## config.mk

```make
export PLATFORM = sky130hd
export DESIGN_NAME = dbg_halt_ctl
export DESIGN_NICKNAME = d
export VERILOG_FILES = /design/src/rtl/dbg_halt_pkg.sv /design/src/rtl/dbg_key_gate.sv /design/src/rtl/dbg_sticky_flag.sv /design/src/rtl/dbg_run_fsm.sv /design/src/rtl/dbg_halt_ctl.sv
export SDC_FILE = /design/constraint.sdc
export NUM_CORES = 1
export LEC_CHECK = 0
export ABC_AREA = 1
export CAP_MARGIN = 20
export CORE_ASPECT_RATIO = 0.8
export CORE_UTILIZATION = 27
export CTS_CLUSTER_SIZE = 30
export DETAILED_ROUTE_END_ITERATION = 8
export PLACE_DENSITY = 0.7
export SETUP_SLACK_MARGIN = 0.05
export SLEW_MARGIN = 20
export SYNTH_ARGS = -nofsm -noshare
export SYNTH_HDL_FRONTEND = slang
export SYNTH_HIERARCHICAL = 1
export SYNTH_SLANG_ARGS = --single-unit
```

## constraint.sdc

```tcl
create_clock -name clk -period 1 [get_ports clk]
set_input_delay 0.2 -clock clk [delete_from_list [all_inputs] [get_ports clk]]
set_output_delay 0.2 -clock clk [all_outputs]
set_load 0.05 [all_outputs]
```

## src/rtl/dbg_halt_pkg.sv

```systemverilog
package dbg_halt_pkg;
  localparam int WORD_W = 32;
  localparam int KEY_LSB = 16;
  localparam logic [15:0] WR_KEY = 16'hA05F;

  // read-word bit positions of status fields
  localparam int RB_READY  = 16;
  localparam int RB_HALTED = 17;
  localparam int RB_SLEEP  = 18;
  localparam int RB_LOCKUP = 19;
  localparam int RB_RETIRE = 24;
  localparam int RB_RESET  = 25;

  localparam int N_STICKY = 2;
  localparam int SK_RETIRE = 0;
  localparam int SK_RESET  = 1;

  typedef struct packed {
    logic mask;
    logic step;
    logic halt;
    logic en;
  } ctl_t;

  typedef enum logic [1:0] {
    ST_RUN  = 2'd0,
    ST_HALT = 2'd1,
    ST_STEP = 2'd2
  } run_st_e;
endpackage

```

## src/rtl/dbg_key_gate.sv

```systemverilog
module dbg_key_gate
  import dbg_halt_pkg::*;
#(
  parameter int ADDR_W = 8,
  parameter logic [ADDR_W-1:0] REG_ADDR = '0
) (
  input  logic              clk,
  input  logic              rst_n,
  input  logic [ADDR_W-1:0] addr,
  input  logic              wr_en,
  input  logic [WORD_W-1:0] wr_data,
  output logic              wr_ok,
  output ctl_t              wr_ctl,
  output ctl_t              ctl_q
);
  logic key_match;
  logic unused_rsvd;

  assign key_match   = (wr_data[WORD_W-1:KEY_LSB] == WR_KEY);
  assign wr_ok       = wr_en && (addr == REG_ADDR) && key_match;
  assign wr_ctl      = ctl_t'(wr_data[3:0]);
  assign unused_rsvd = ^wr_data[KEY_LSB-1:4];

  always_ff @(posedge clk or negedge rst_n) begin
    if (!rst_n)     ctl_q <= '0;
    else if (wr_ok) ctl_q <= wr_ctl;
  end


  bad_key_ignored_chk: assert property (@(posedge clk) disable iff (!rst_n)
    (wr_en && !key_match) |=> $stable(ctl_q));
endmodule

```

## src/rtl/dbg_sticky_flag.sv

```systemverilog
module dbg_sticky_flag (
  input  logic clk,
  input  logic rst_n,
  input  logic set_i,
  input  logic rd_clr_i,
  output logic flag_q
);
  always_ff @(posedge clk or negedge rst_n) begin
    if (!rst_n) flag_q <= 1'b0;
    else        flag_q <= set_i | (flag_q & ~rd_clr_i);
  end

  // an event is never lost, even when it meets a read
  sticky_set_chk: assert property (@(posedge clk) disable iff (!rst_n)
    set_i |=> flag_q);
endmodule

```

## src/rtl/dbg_run_fsm.sv

```systemverilog
module dbg_run_fsm
  import dbg_halt_pkg::*;
(
  input  logic clk,
  input  logic rst_n,
  input  ctl_t ctl_q,
  input  logic wr_ok,
  input  ctl_t wr_ctl,
  input  logic retire_i,
  output logic halted_o
);
  run_st_e st_q, st_d;

  always_comb begin
    st_d = st_q;
    unique case (st_q)
      ST_RUN: begin
        if (ctl_q.en && ctl_q.halt) st_d = ST_HALT;
      end
      ST_HALT: begin
        if (!ctl_q.en)
          st_d = ST_RUN;
        else if (wr_ok && wr_ctl.en && !wr_ctl.halt)
          st_d = wr_ctl.step ? ST_STEP : ST_RUN;
      end
      ST_STEP: begin
        if (!ctl_q.en)                    st_d = ST_RUN;
        else if (retire_i || ctl_q.halt)  st_d = ST_HALT;
      end
      default: st_d = ST_RUN;
    endcase
  end

  always_ff @(posedge clk or negedge rst_n) begin
    if (!rst_n) st_q <= ST_RUN;
    else        st_q <= st_d;
  end

  assign halted_o = (st_q == ST_HALT);


  halt_enter_chk: assert property (@(posedge clk) disable iff (!rst_n)
    (st_q == ST_RUN && ctl_q.en && ctl_q.halt) |=> halted_o);

  step_one_chk: assert property (@(posedge clk) disable iff (!rst_n)
    (st_q == ST_STEP && ctl_q.en && retire_i) |=> halted_o);

  dis_release_chk: assert property (@(posedge clk) disable iff (!rst_n)
    (!ctl_q.en && st_q != ST_RUN) |=> (st_q == ST_RUN));
endmodule

```

## src/rtl/dbg_halt_ctl.sv

```systemverilog
module dbg_halt_ctl
  import dbg_halt_pkg::*;
#(
  parameter int ADDR_W = 8,
  parameter logic [ADDR_W-1:0] REG_ADDR = 8'h10
) (
  input  logic              clk,
  input  logic              rst_n,
  input  logic [ADDR_W-1:0] bus_addr,
  input  logic              bus_wr_en,
  input  logic [31:0]       bus_wr_data,
  input  logic              bus_rd_en,
  output logic [31:0]       bus_rd_data,
  input  logic              core_reset_i,
  input  logic              core_retire_i,
  input  logic              core_lockup_i,
  input  logic              core_sleep_i,
  input  logic              xfer_start_i,
  input  logic              xfer_done_i,
  output logic              core_halt_o,
  output logic              step_en_o,
  output logic              irq_mask_o
);
  logic                wr_ok;
  ctl_t                wr_ctl;
  ctl_t                ctl_q;
  logic                halted;
  logic                rd_hit;
  logic                ready_q;
  logic [N_STICKY-1:0] sk_set;
  logic [N_STICKY-1:0] sk_q;
  logic [WORD_W-1:0]   word;

  dbg_key_gate #(.ADDR_W(ADDR_W), .REG_ADDR(REG_ADDR)) u_gate (
    .clk(clk), .rst_n(rst_n), .addr(bus_addr), .wr_en(bus_wr_en),
    .wr_data(bus_wr_data), .wr_ok(wr_ok), .wr_ctl(wr_ctl), .ctl_q(ctl_q)
  );

  dbg_run_fsm u_fsm (
    .clk(clk), .rst_n(rst_n), .ctl_q(ctl_q), .wr_ok(wr_ok),
    .wr_ctl(wr_ctl), .retire_i(core_retire_i), .halted_o(halted)
  );

  assign rd_hit = bus_rd_en && (bus_addr == REG_ADDR);

  assign sk_set[SK_RETIRE] = core_retire_i;
  assign sk_set[SK_RESET]  = core_reset_i;

  for (genvar g = 0; g < N_STICKY; g++) begin : g_sticky
    dbg_sticky_flag u_flag (
      .clk(clk), .rst_n(rst_n), .set_i(sk_set[g]),
      .rd_clr_i(rd_hit), .flag_q(sk_q[g])
    );
  end

  always_ff @(posedge clk or negedge rst_n) begin
    if (!rst_n)            ready_q <= 1'b1;
    else if (xfer_start_i) ready_q <= 1'b0;
    else if (xfer_done_i)  ready_q <= 1'b1;
  end

  always_comb begin
    word            = '0;
    word[3:0]       = ctl_q;
    word[RB_READY]  = ready_q;
    word[RB_HALTED] = halted;
    word[RB_SLEEP]  = core_sleep_i;
    word[RB_LOCKUP] = core_lockup_i;
    word[RB_RETIRE] = sk_q[SK_RETIRE];
    word[RB_RESET]  = sk_q[SK_RESET];
  end

  assign bus_rd_data = rd_hit ? word : '0;
  assign core_halt_o = halted;
  assign step_en_o   = ctl_q.en & ctl_q.step;
  assign irq_mask_o  = ctl_q.en & ctl_q.mask;


  rdy_drop_chk: assert property (@(posedge clk) disable iff (!rst_n)
    xfer_start_i |=> !ready_q);

  rdy_rise_chk: assert property (@(posedge clk) disable iff (!rst_n)
    (xfer_done_i && !xfer_start_i) |=> ready_q);

  mask_gate_chk: assert property (@(posedge clk) disable iff (!rst_n)
    !word[0] |-> (!irq_mask_o && !step_en_o));
endmodule

```

# Word-level counts from Yosys, hierarchy flattened
# Index checks and enable logic that the tools add are counted.
# W data, S select, Z words.
[word_totals] mem_bits_rw=0 n_memories=0 register_bits=9 mem_bits_ro=0 latch_bits=0
[op_classes] reduce_logical=11 eq_ne=7 n_mul=0 order_cmp=0 muxes=10 n_bitwise=7 shifts=0 add_sub_neg=0 n_div=0
[op_table] op="$mux W26" count=1
[op_table] op="$eq A16 B16 Y1 const B" count=1
[op_table] op="$mux W2" count=6
[op_table] op="$eq A8 B5 Y1 const B" count=1
[op_table] op="$logic_and A1 B1 Y1" count=6
[op_table] op="$ne A3 B2 Y1 const B" count=2
[op_table] op="$pmux W2 S3" count=1
[op_table] op="$and A1 B1 Y1" count=4
[op_table] op="$reduce_and A3 Y1" count=1
[op_table] op="$eq A2 B1 Y1 const B" count=1
[op_table] op="$eq A2 B2 Y1 const B" count=1
[op_table] op="$logic_not A2 Y1" count=1
[op_table] op="$mux W1" count=2
[op_table] op="$ne A2 B1 Y1 const B" count=1
[op_table] op="$or A1 B1 Y1" count=2
[op_table] op="$reduce_bool A2 Y1" count=1
[op_table] op="$logic_not A1 Y1" count=1
[op_table] op="$logic_or A1 B1 Y1" count=1
[op_table] op="$not A1 Y1" count=1

# Depth between registers and ports, before layout
# Gate-level depths: netlist of the first run.
[depth] ltp_word=8 ltp_mapped=11

# By module
# The synthesis of the first run kept the hierarchy.
[by_module_without_submodules] module="dbg_halt_ctl" n_inst=1 area_per_inst_um2=435.4 cells_per_inst=60
[by_module_without_submodules] module="dbg_key_gate" n_inst=1 area_per_inst_um2=316.6 cells_per_inst=53
[by_module_without_submodules] module="dbg_run_fsm" n_inst=1 area_per_inst_um2=152.6 cells_per_inst=24
[by_module_without_submodules] module="dbg_sticky_flag" n_inst=2 area_per_inst_um2=40.0 cells_per_inst=5

# Worst setup path after synthesis of the first run
# OpenSTA, ideal clock, no wires.
[synth_path] path_type="reg2out" from="reg u_fsm.st_q[1]" to="out bus_rd_data[17]" t_arrival_ps=1627 stages_incl_launch_ff=6 path_buffers=0 path_slack_ps=-827 path_cell_list="dfrtp_1 -> inv_2 -> nand2_2 -> inv_1 -> inv_1 -> nor3_2"
[synth_between] elab_chain_len=2
[synth_rtl] item="start, declared" line="dbg_run_fsm.sv:12" rtl="run_st_e st_q, st_d;"
[synth_rtl] item="start signal, assigned" line="dbg_run_fsm.sv:36" rtl="else st_q <= st_d;"
[synth_rtl] item="$eq A2 B1 Y1" line="dbg_run_fsm.sv:39" rtl="assign halted_o = (st_q == ST_HALT);"
[synth_rtl] item="net core_halt_o" line="dbg_halt_ctl.sv:20" rtl="output logic core_halt_o,"
[synth_rtl] item="$mux W26" line="dbg_halt_ctl.sv:73" rtl="assign bus_rd_data = rd_hit ? word : '0;"
[synth_rtl] item="end, declared" line="dbg_halt_ctl.sv:13" rtl="output logic [31:0] bus_rd_data,"
# The timed path passes the listed nets, and every way through them passes these cells.

# Worst setup path in the final report of the first run
[layout_path] from="reg u_fsm.st_q[1]" to="out bus_rd_data[17]"
[layout_between] elab_chain_len=2
[layout_rtl] item="$eq A2 B1 Y1" line="dbg_run_fsm.sv:39"
[layout_rtl] item="$mux W26" line="dbg_halt_ctl.sv:73"
# No other way between the ends.

==> flow_results.org, run 1 <==
** Synth
- Syn Inst Count :: 146
- Average instance area after synthesis :: 6.69 um2
- Warning count from the yosys run :: 6
- Synth Cell Area :: 977 um2

** CTS
- CTS built an H-tree with a depth of 1.
- Clock buffer depth :: 2
- Number of hold buffers added after cts :: 0
- Clock-pin slew was measured on the worst setup and hold paths at 0.05 ns.
- Clock tree synthesis inserted a total of 3 buffers.
- CTS tree :: built
- Worst skew pair latency :: 0.23 ns
- Clock sinks :: 9
- The root buffer cell chosen for the clock tree is sky130_fd_sc_hd__clkbuf_8.

** Placement
- Number of input and output port buffers inserted :: 50
- Counting tap cells, the placed design contains a total of 249 instances.
- Global placement routability congestion :: 0.740
- Detailed Place HPWL :: 1960 um
- Summing all placed instances gives a cell area of 1820 um2.
- Worst slack, placed :: -0.665 ns

** Floorplanning
- CORE AREA :: 3450 um2
- Die outline height :: 55.8 um
- For this design the top-level I/O count stands at 85.
- Initial standard-cell utilization of the core :: 28.3%
- Die area :: 3870 um2
- Rows :: 19
- Die width :: 69.3 um

** Status
- Violated checks :: negative setup slack
- The flow ran to the end, but the final reports show violations.

** Power
- The worst-case IR drop observed on VDD is 0.000377 V.
- Psw :: 0.000431 W
- Fraction of power spent switching nets :: 35.6%
- In this run, the clock network consumes 35.0% of the power.
- Sequential Power Share :: 30.8%
- Combinational Power Share :: 34.3%
- The internal power of the cells totals 0.000779 W.
- Power density over cell area :: 634 nW/um2
- For this design the static power due to leakage is 0.997 nW.

** Route
- 1st-iter DRT viols :: 2
- WL/cell :: 9.01 um
- The pre-antenna-repair detailed-routing pass consisted of 4 iterations.
- The final layout contains routed wiring with a total length of 2330 um.
- Using the TritonRoute via totals, the vias-per-cell ratio works out to 3.84.
- Count of antenna-violating nets left after detailed routing :: 0
- Detailed routing inserted a total of 990 vias.
- Remaining routing DRC violations :: 0

** Setup path
- Setup slack on the worst flop-to-flop path :: -0.12 ns
- Nature of the critical path startpoint :: flop
- The worst register-to-register path begins at u_gate/ctl_q[0]$_DFFE_PN0P_.
- The worst setup path is captured at an output port.
- In this run the worst path has a maximum fanout of 2.
- The critical path starts at u_fsm/st_q[1]$_DFFE_PN0P_.
- Data on the critical path arrives at its endpoint at 1.19 ns.
- For the worst setup path, the data required time is 0.80 ns.
- FF-to-FF path depth :: 8
- Crit Reg-Reg Endpoint :: u_fsm/st_q[1]$_DFFE_PN0P_
- Kind of critical path :: reg -> out

** Global route
- Global-route wire length before repair :: 4080 um
- Global routing used 3.62% of the available met3 tracks.
- Global-route track usage on met1 :: 14.4%
- Remaining global-route overflow :: 0
- GR Layer Usage met2 :: 24.4%
- The initial antenna violation count is 0.
- The layer flagged by global routing as most heavily used is met2.
- Entering global routing, the biggest net connects 10 pins.
- The number of global-route vias before repair is 1011.
- Overall fraction of global-route tracks in use :: 13.2%

** Timing
- For the finished layout, the period the worst path requires is 1.39 ns.
- The final-report hold violation count came to 0.
- Setup violations remaining at the end of the flow were counted as 15.
- Sum Neg Setup Slack :: -3.46 ns
- In the finished design, the share of the clock period the worst path needs comes to 139%.
- Clock skew on the completed layout was measured at 0.00191 ns.
- Fin worst setup slack :: -0.385 ns
- Setup repair after global routing could not meet its margin everywhere.
- Pins over their slew limit :: 0
- Upper clock frequency limit :: 722 MHz

** Finish
- Nets :: 267
- Ratio of cells with drive above 1 in the final layout :: 56.0%
- The finished cells cover 1910 um2.
- The library cell used most frequently in the layout, excluding fill and tap cells, is sky130_fd_sc_hd__nand2_1.
- Highest-count cells in the layout ignoring fill and taps :: sky130_fd_sc_hd__nand2_1 (23), sky130_fd_sc_hd__conb_1 (22), sky130_fd_sc_hd__buf_12 (15), sky130_fd_sc_hd__inv_2 (14), sky130_fd_sc_hd__buf_4 (14)
- The repair_antennas step left the layout with diodes totalling 0.
- Relative to the synthesized area, the layout overhead comes to 95.4%.
- Utilization of the core after routing :: 55.4%
- Once layout is complete, the cells apart from fillers number 258.

** Min path
- The tightest min-delay check is of the in -> async type.

** Job
- Max-cap viol count :: 0
## final cells by class
| class | instances | area, um2 |
|---|---|---|
| timing repair buffer | 72 | 774 |
| clock inverter | 1 | 5.00 |
| inverter | 33 | 150 |
| multi-input combinational | 98 | 658 |
| tap | 42 | 52.6 |
| clock buffer | 3 | 41.3 |
| fill | 302 | 1540 |
| sequential | 9 | 228 |
## how the worst max path moves through the flow
stage                 endpoint  depth (start not counted)
2_1_floorplan  bus_rd_data[17]                          5
3_5_place_dp   bus_rd_data[17]                          7
4_1_cts        bus_rd_data[17]                          6
6_report       bus_rd_data[17]                          6
5_1_grt        bus_rd_data[17]                          6
3_3_place_gp   bus_rd_data[24]                          7
## layer usage
layer	vias to the layer above	wire length, um
met5	-	0
li1	523	-
met4	0	9
met3	2	155
met1	426	908
met2	39	1250
## power by group through the flow
stage	Sequential (W)	Clock (W)	Combinational, W
5_1_grt	0.000372	0.000452	0.000442
6_report	0.000372	0.000423	0.000415
4_1_cts	0.000372	0.000433	0.000417
3_3_place_gp	0.000377	0	0.000437
3_5_place_dp	0.000377	0	0.000442
2_1_floorplan	0.000377	0	0.000331
## flip-flops by register name, indices dropped and copies added, names as in the netlist
register	flops
u_gate/ctl_q	4
g_sticky.u_flag/flag_q	2
u_fsm/st_q	2
ready_q	1
## critical path, stage by stage, from the launching register on
cell and delay (ns):
sky130_fd_sc_hd__dfrtp_1 0.39, sky130_fd_sc_hd__inv_2 0.08, sky130_fd_sc_hd__nand2_4 0.06, sky130_fd_sc_hd__clkinvlp_4 0.08, sky130_fd_sc_hd__inv_2 0.04, sky130_fd_sc_hd__nor3_4 0.15, sky130_fd_sc_hd__buf_12 0.16
## metrics by stage
step / hold WS (ns) / total power, W
2_1_floorplan: -0.0956 / 0.000708
3_3_place_gp: 0.459 / 0.000814
3_5_place_dp: 0.481 / 0.000819
4_1_cts: 0.256 / 0.00122
5_1_grt: 0.268 / 0.00127
6_report: 0.256 / 0.00121
## timing repair
action | in CTS | in global routing
setup endpoints to repair | 21 | 19
gates resized for setup | 83 | 45
pin swaps | 34 | 32
setup buffers | 5 | 5
Power figures use the tool's default switching activity.
==> inputs of run 2 (changes only) <==
Settings changed: CTS_CLUSTER_DIAMETER from default to 50.
==> results of run 2 <==
Final layout, timing and power as in run 1 (identical DEF).
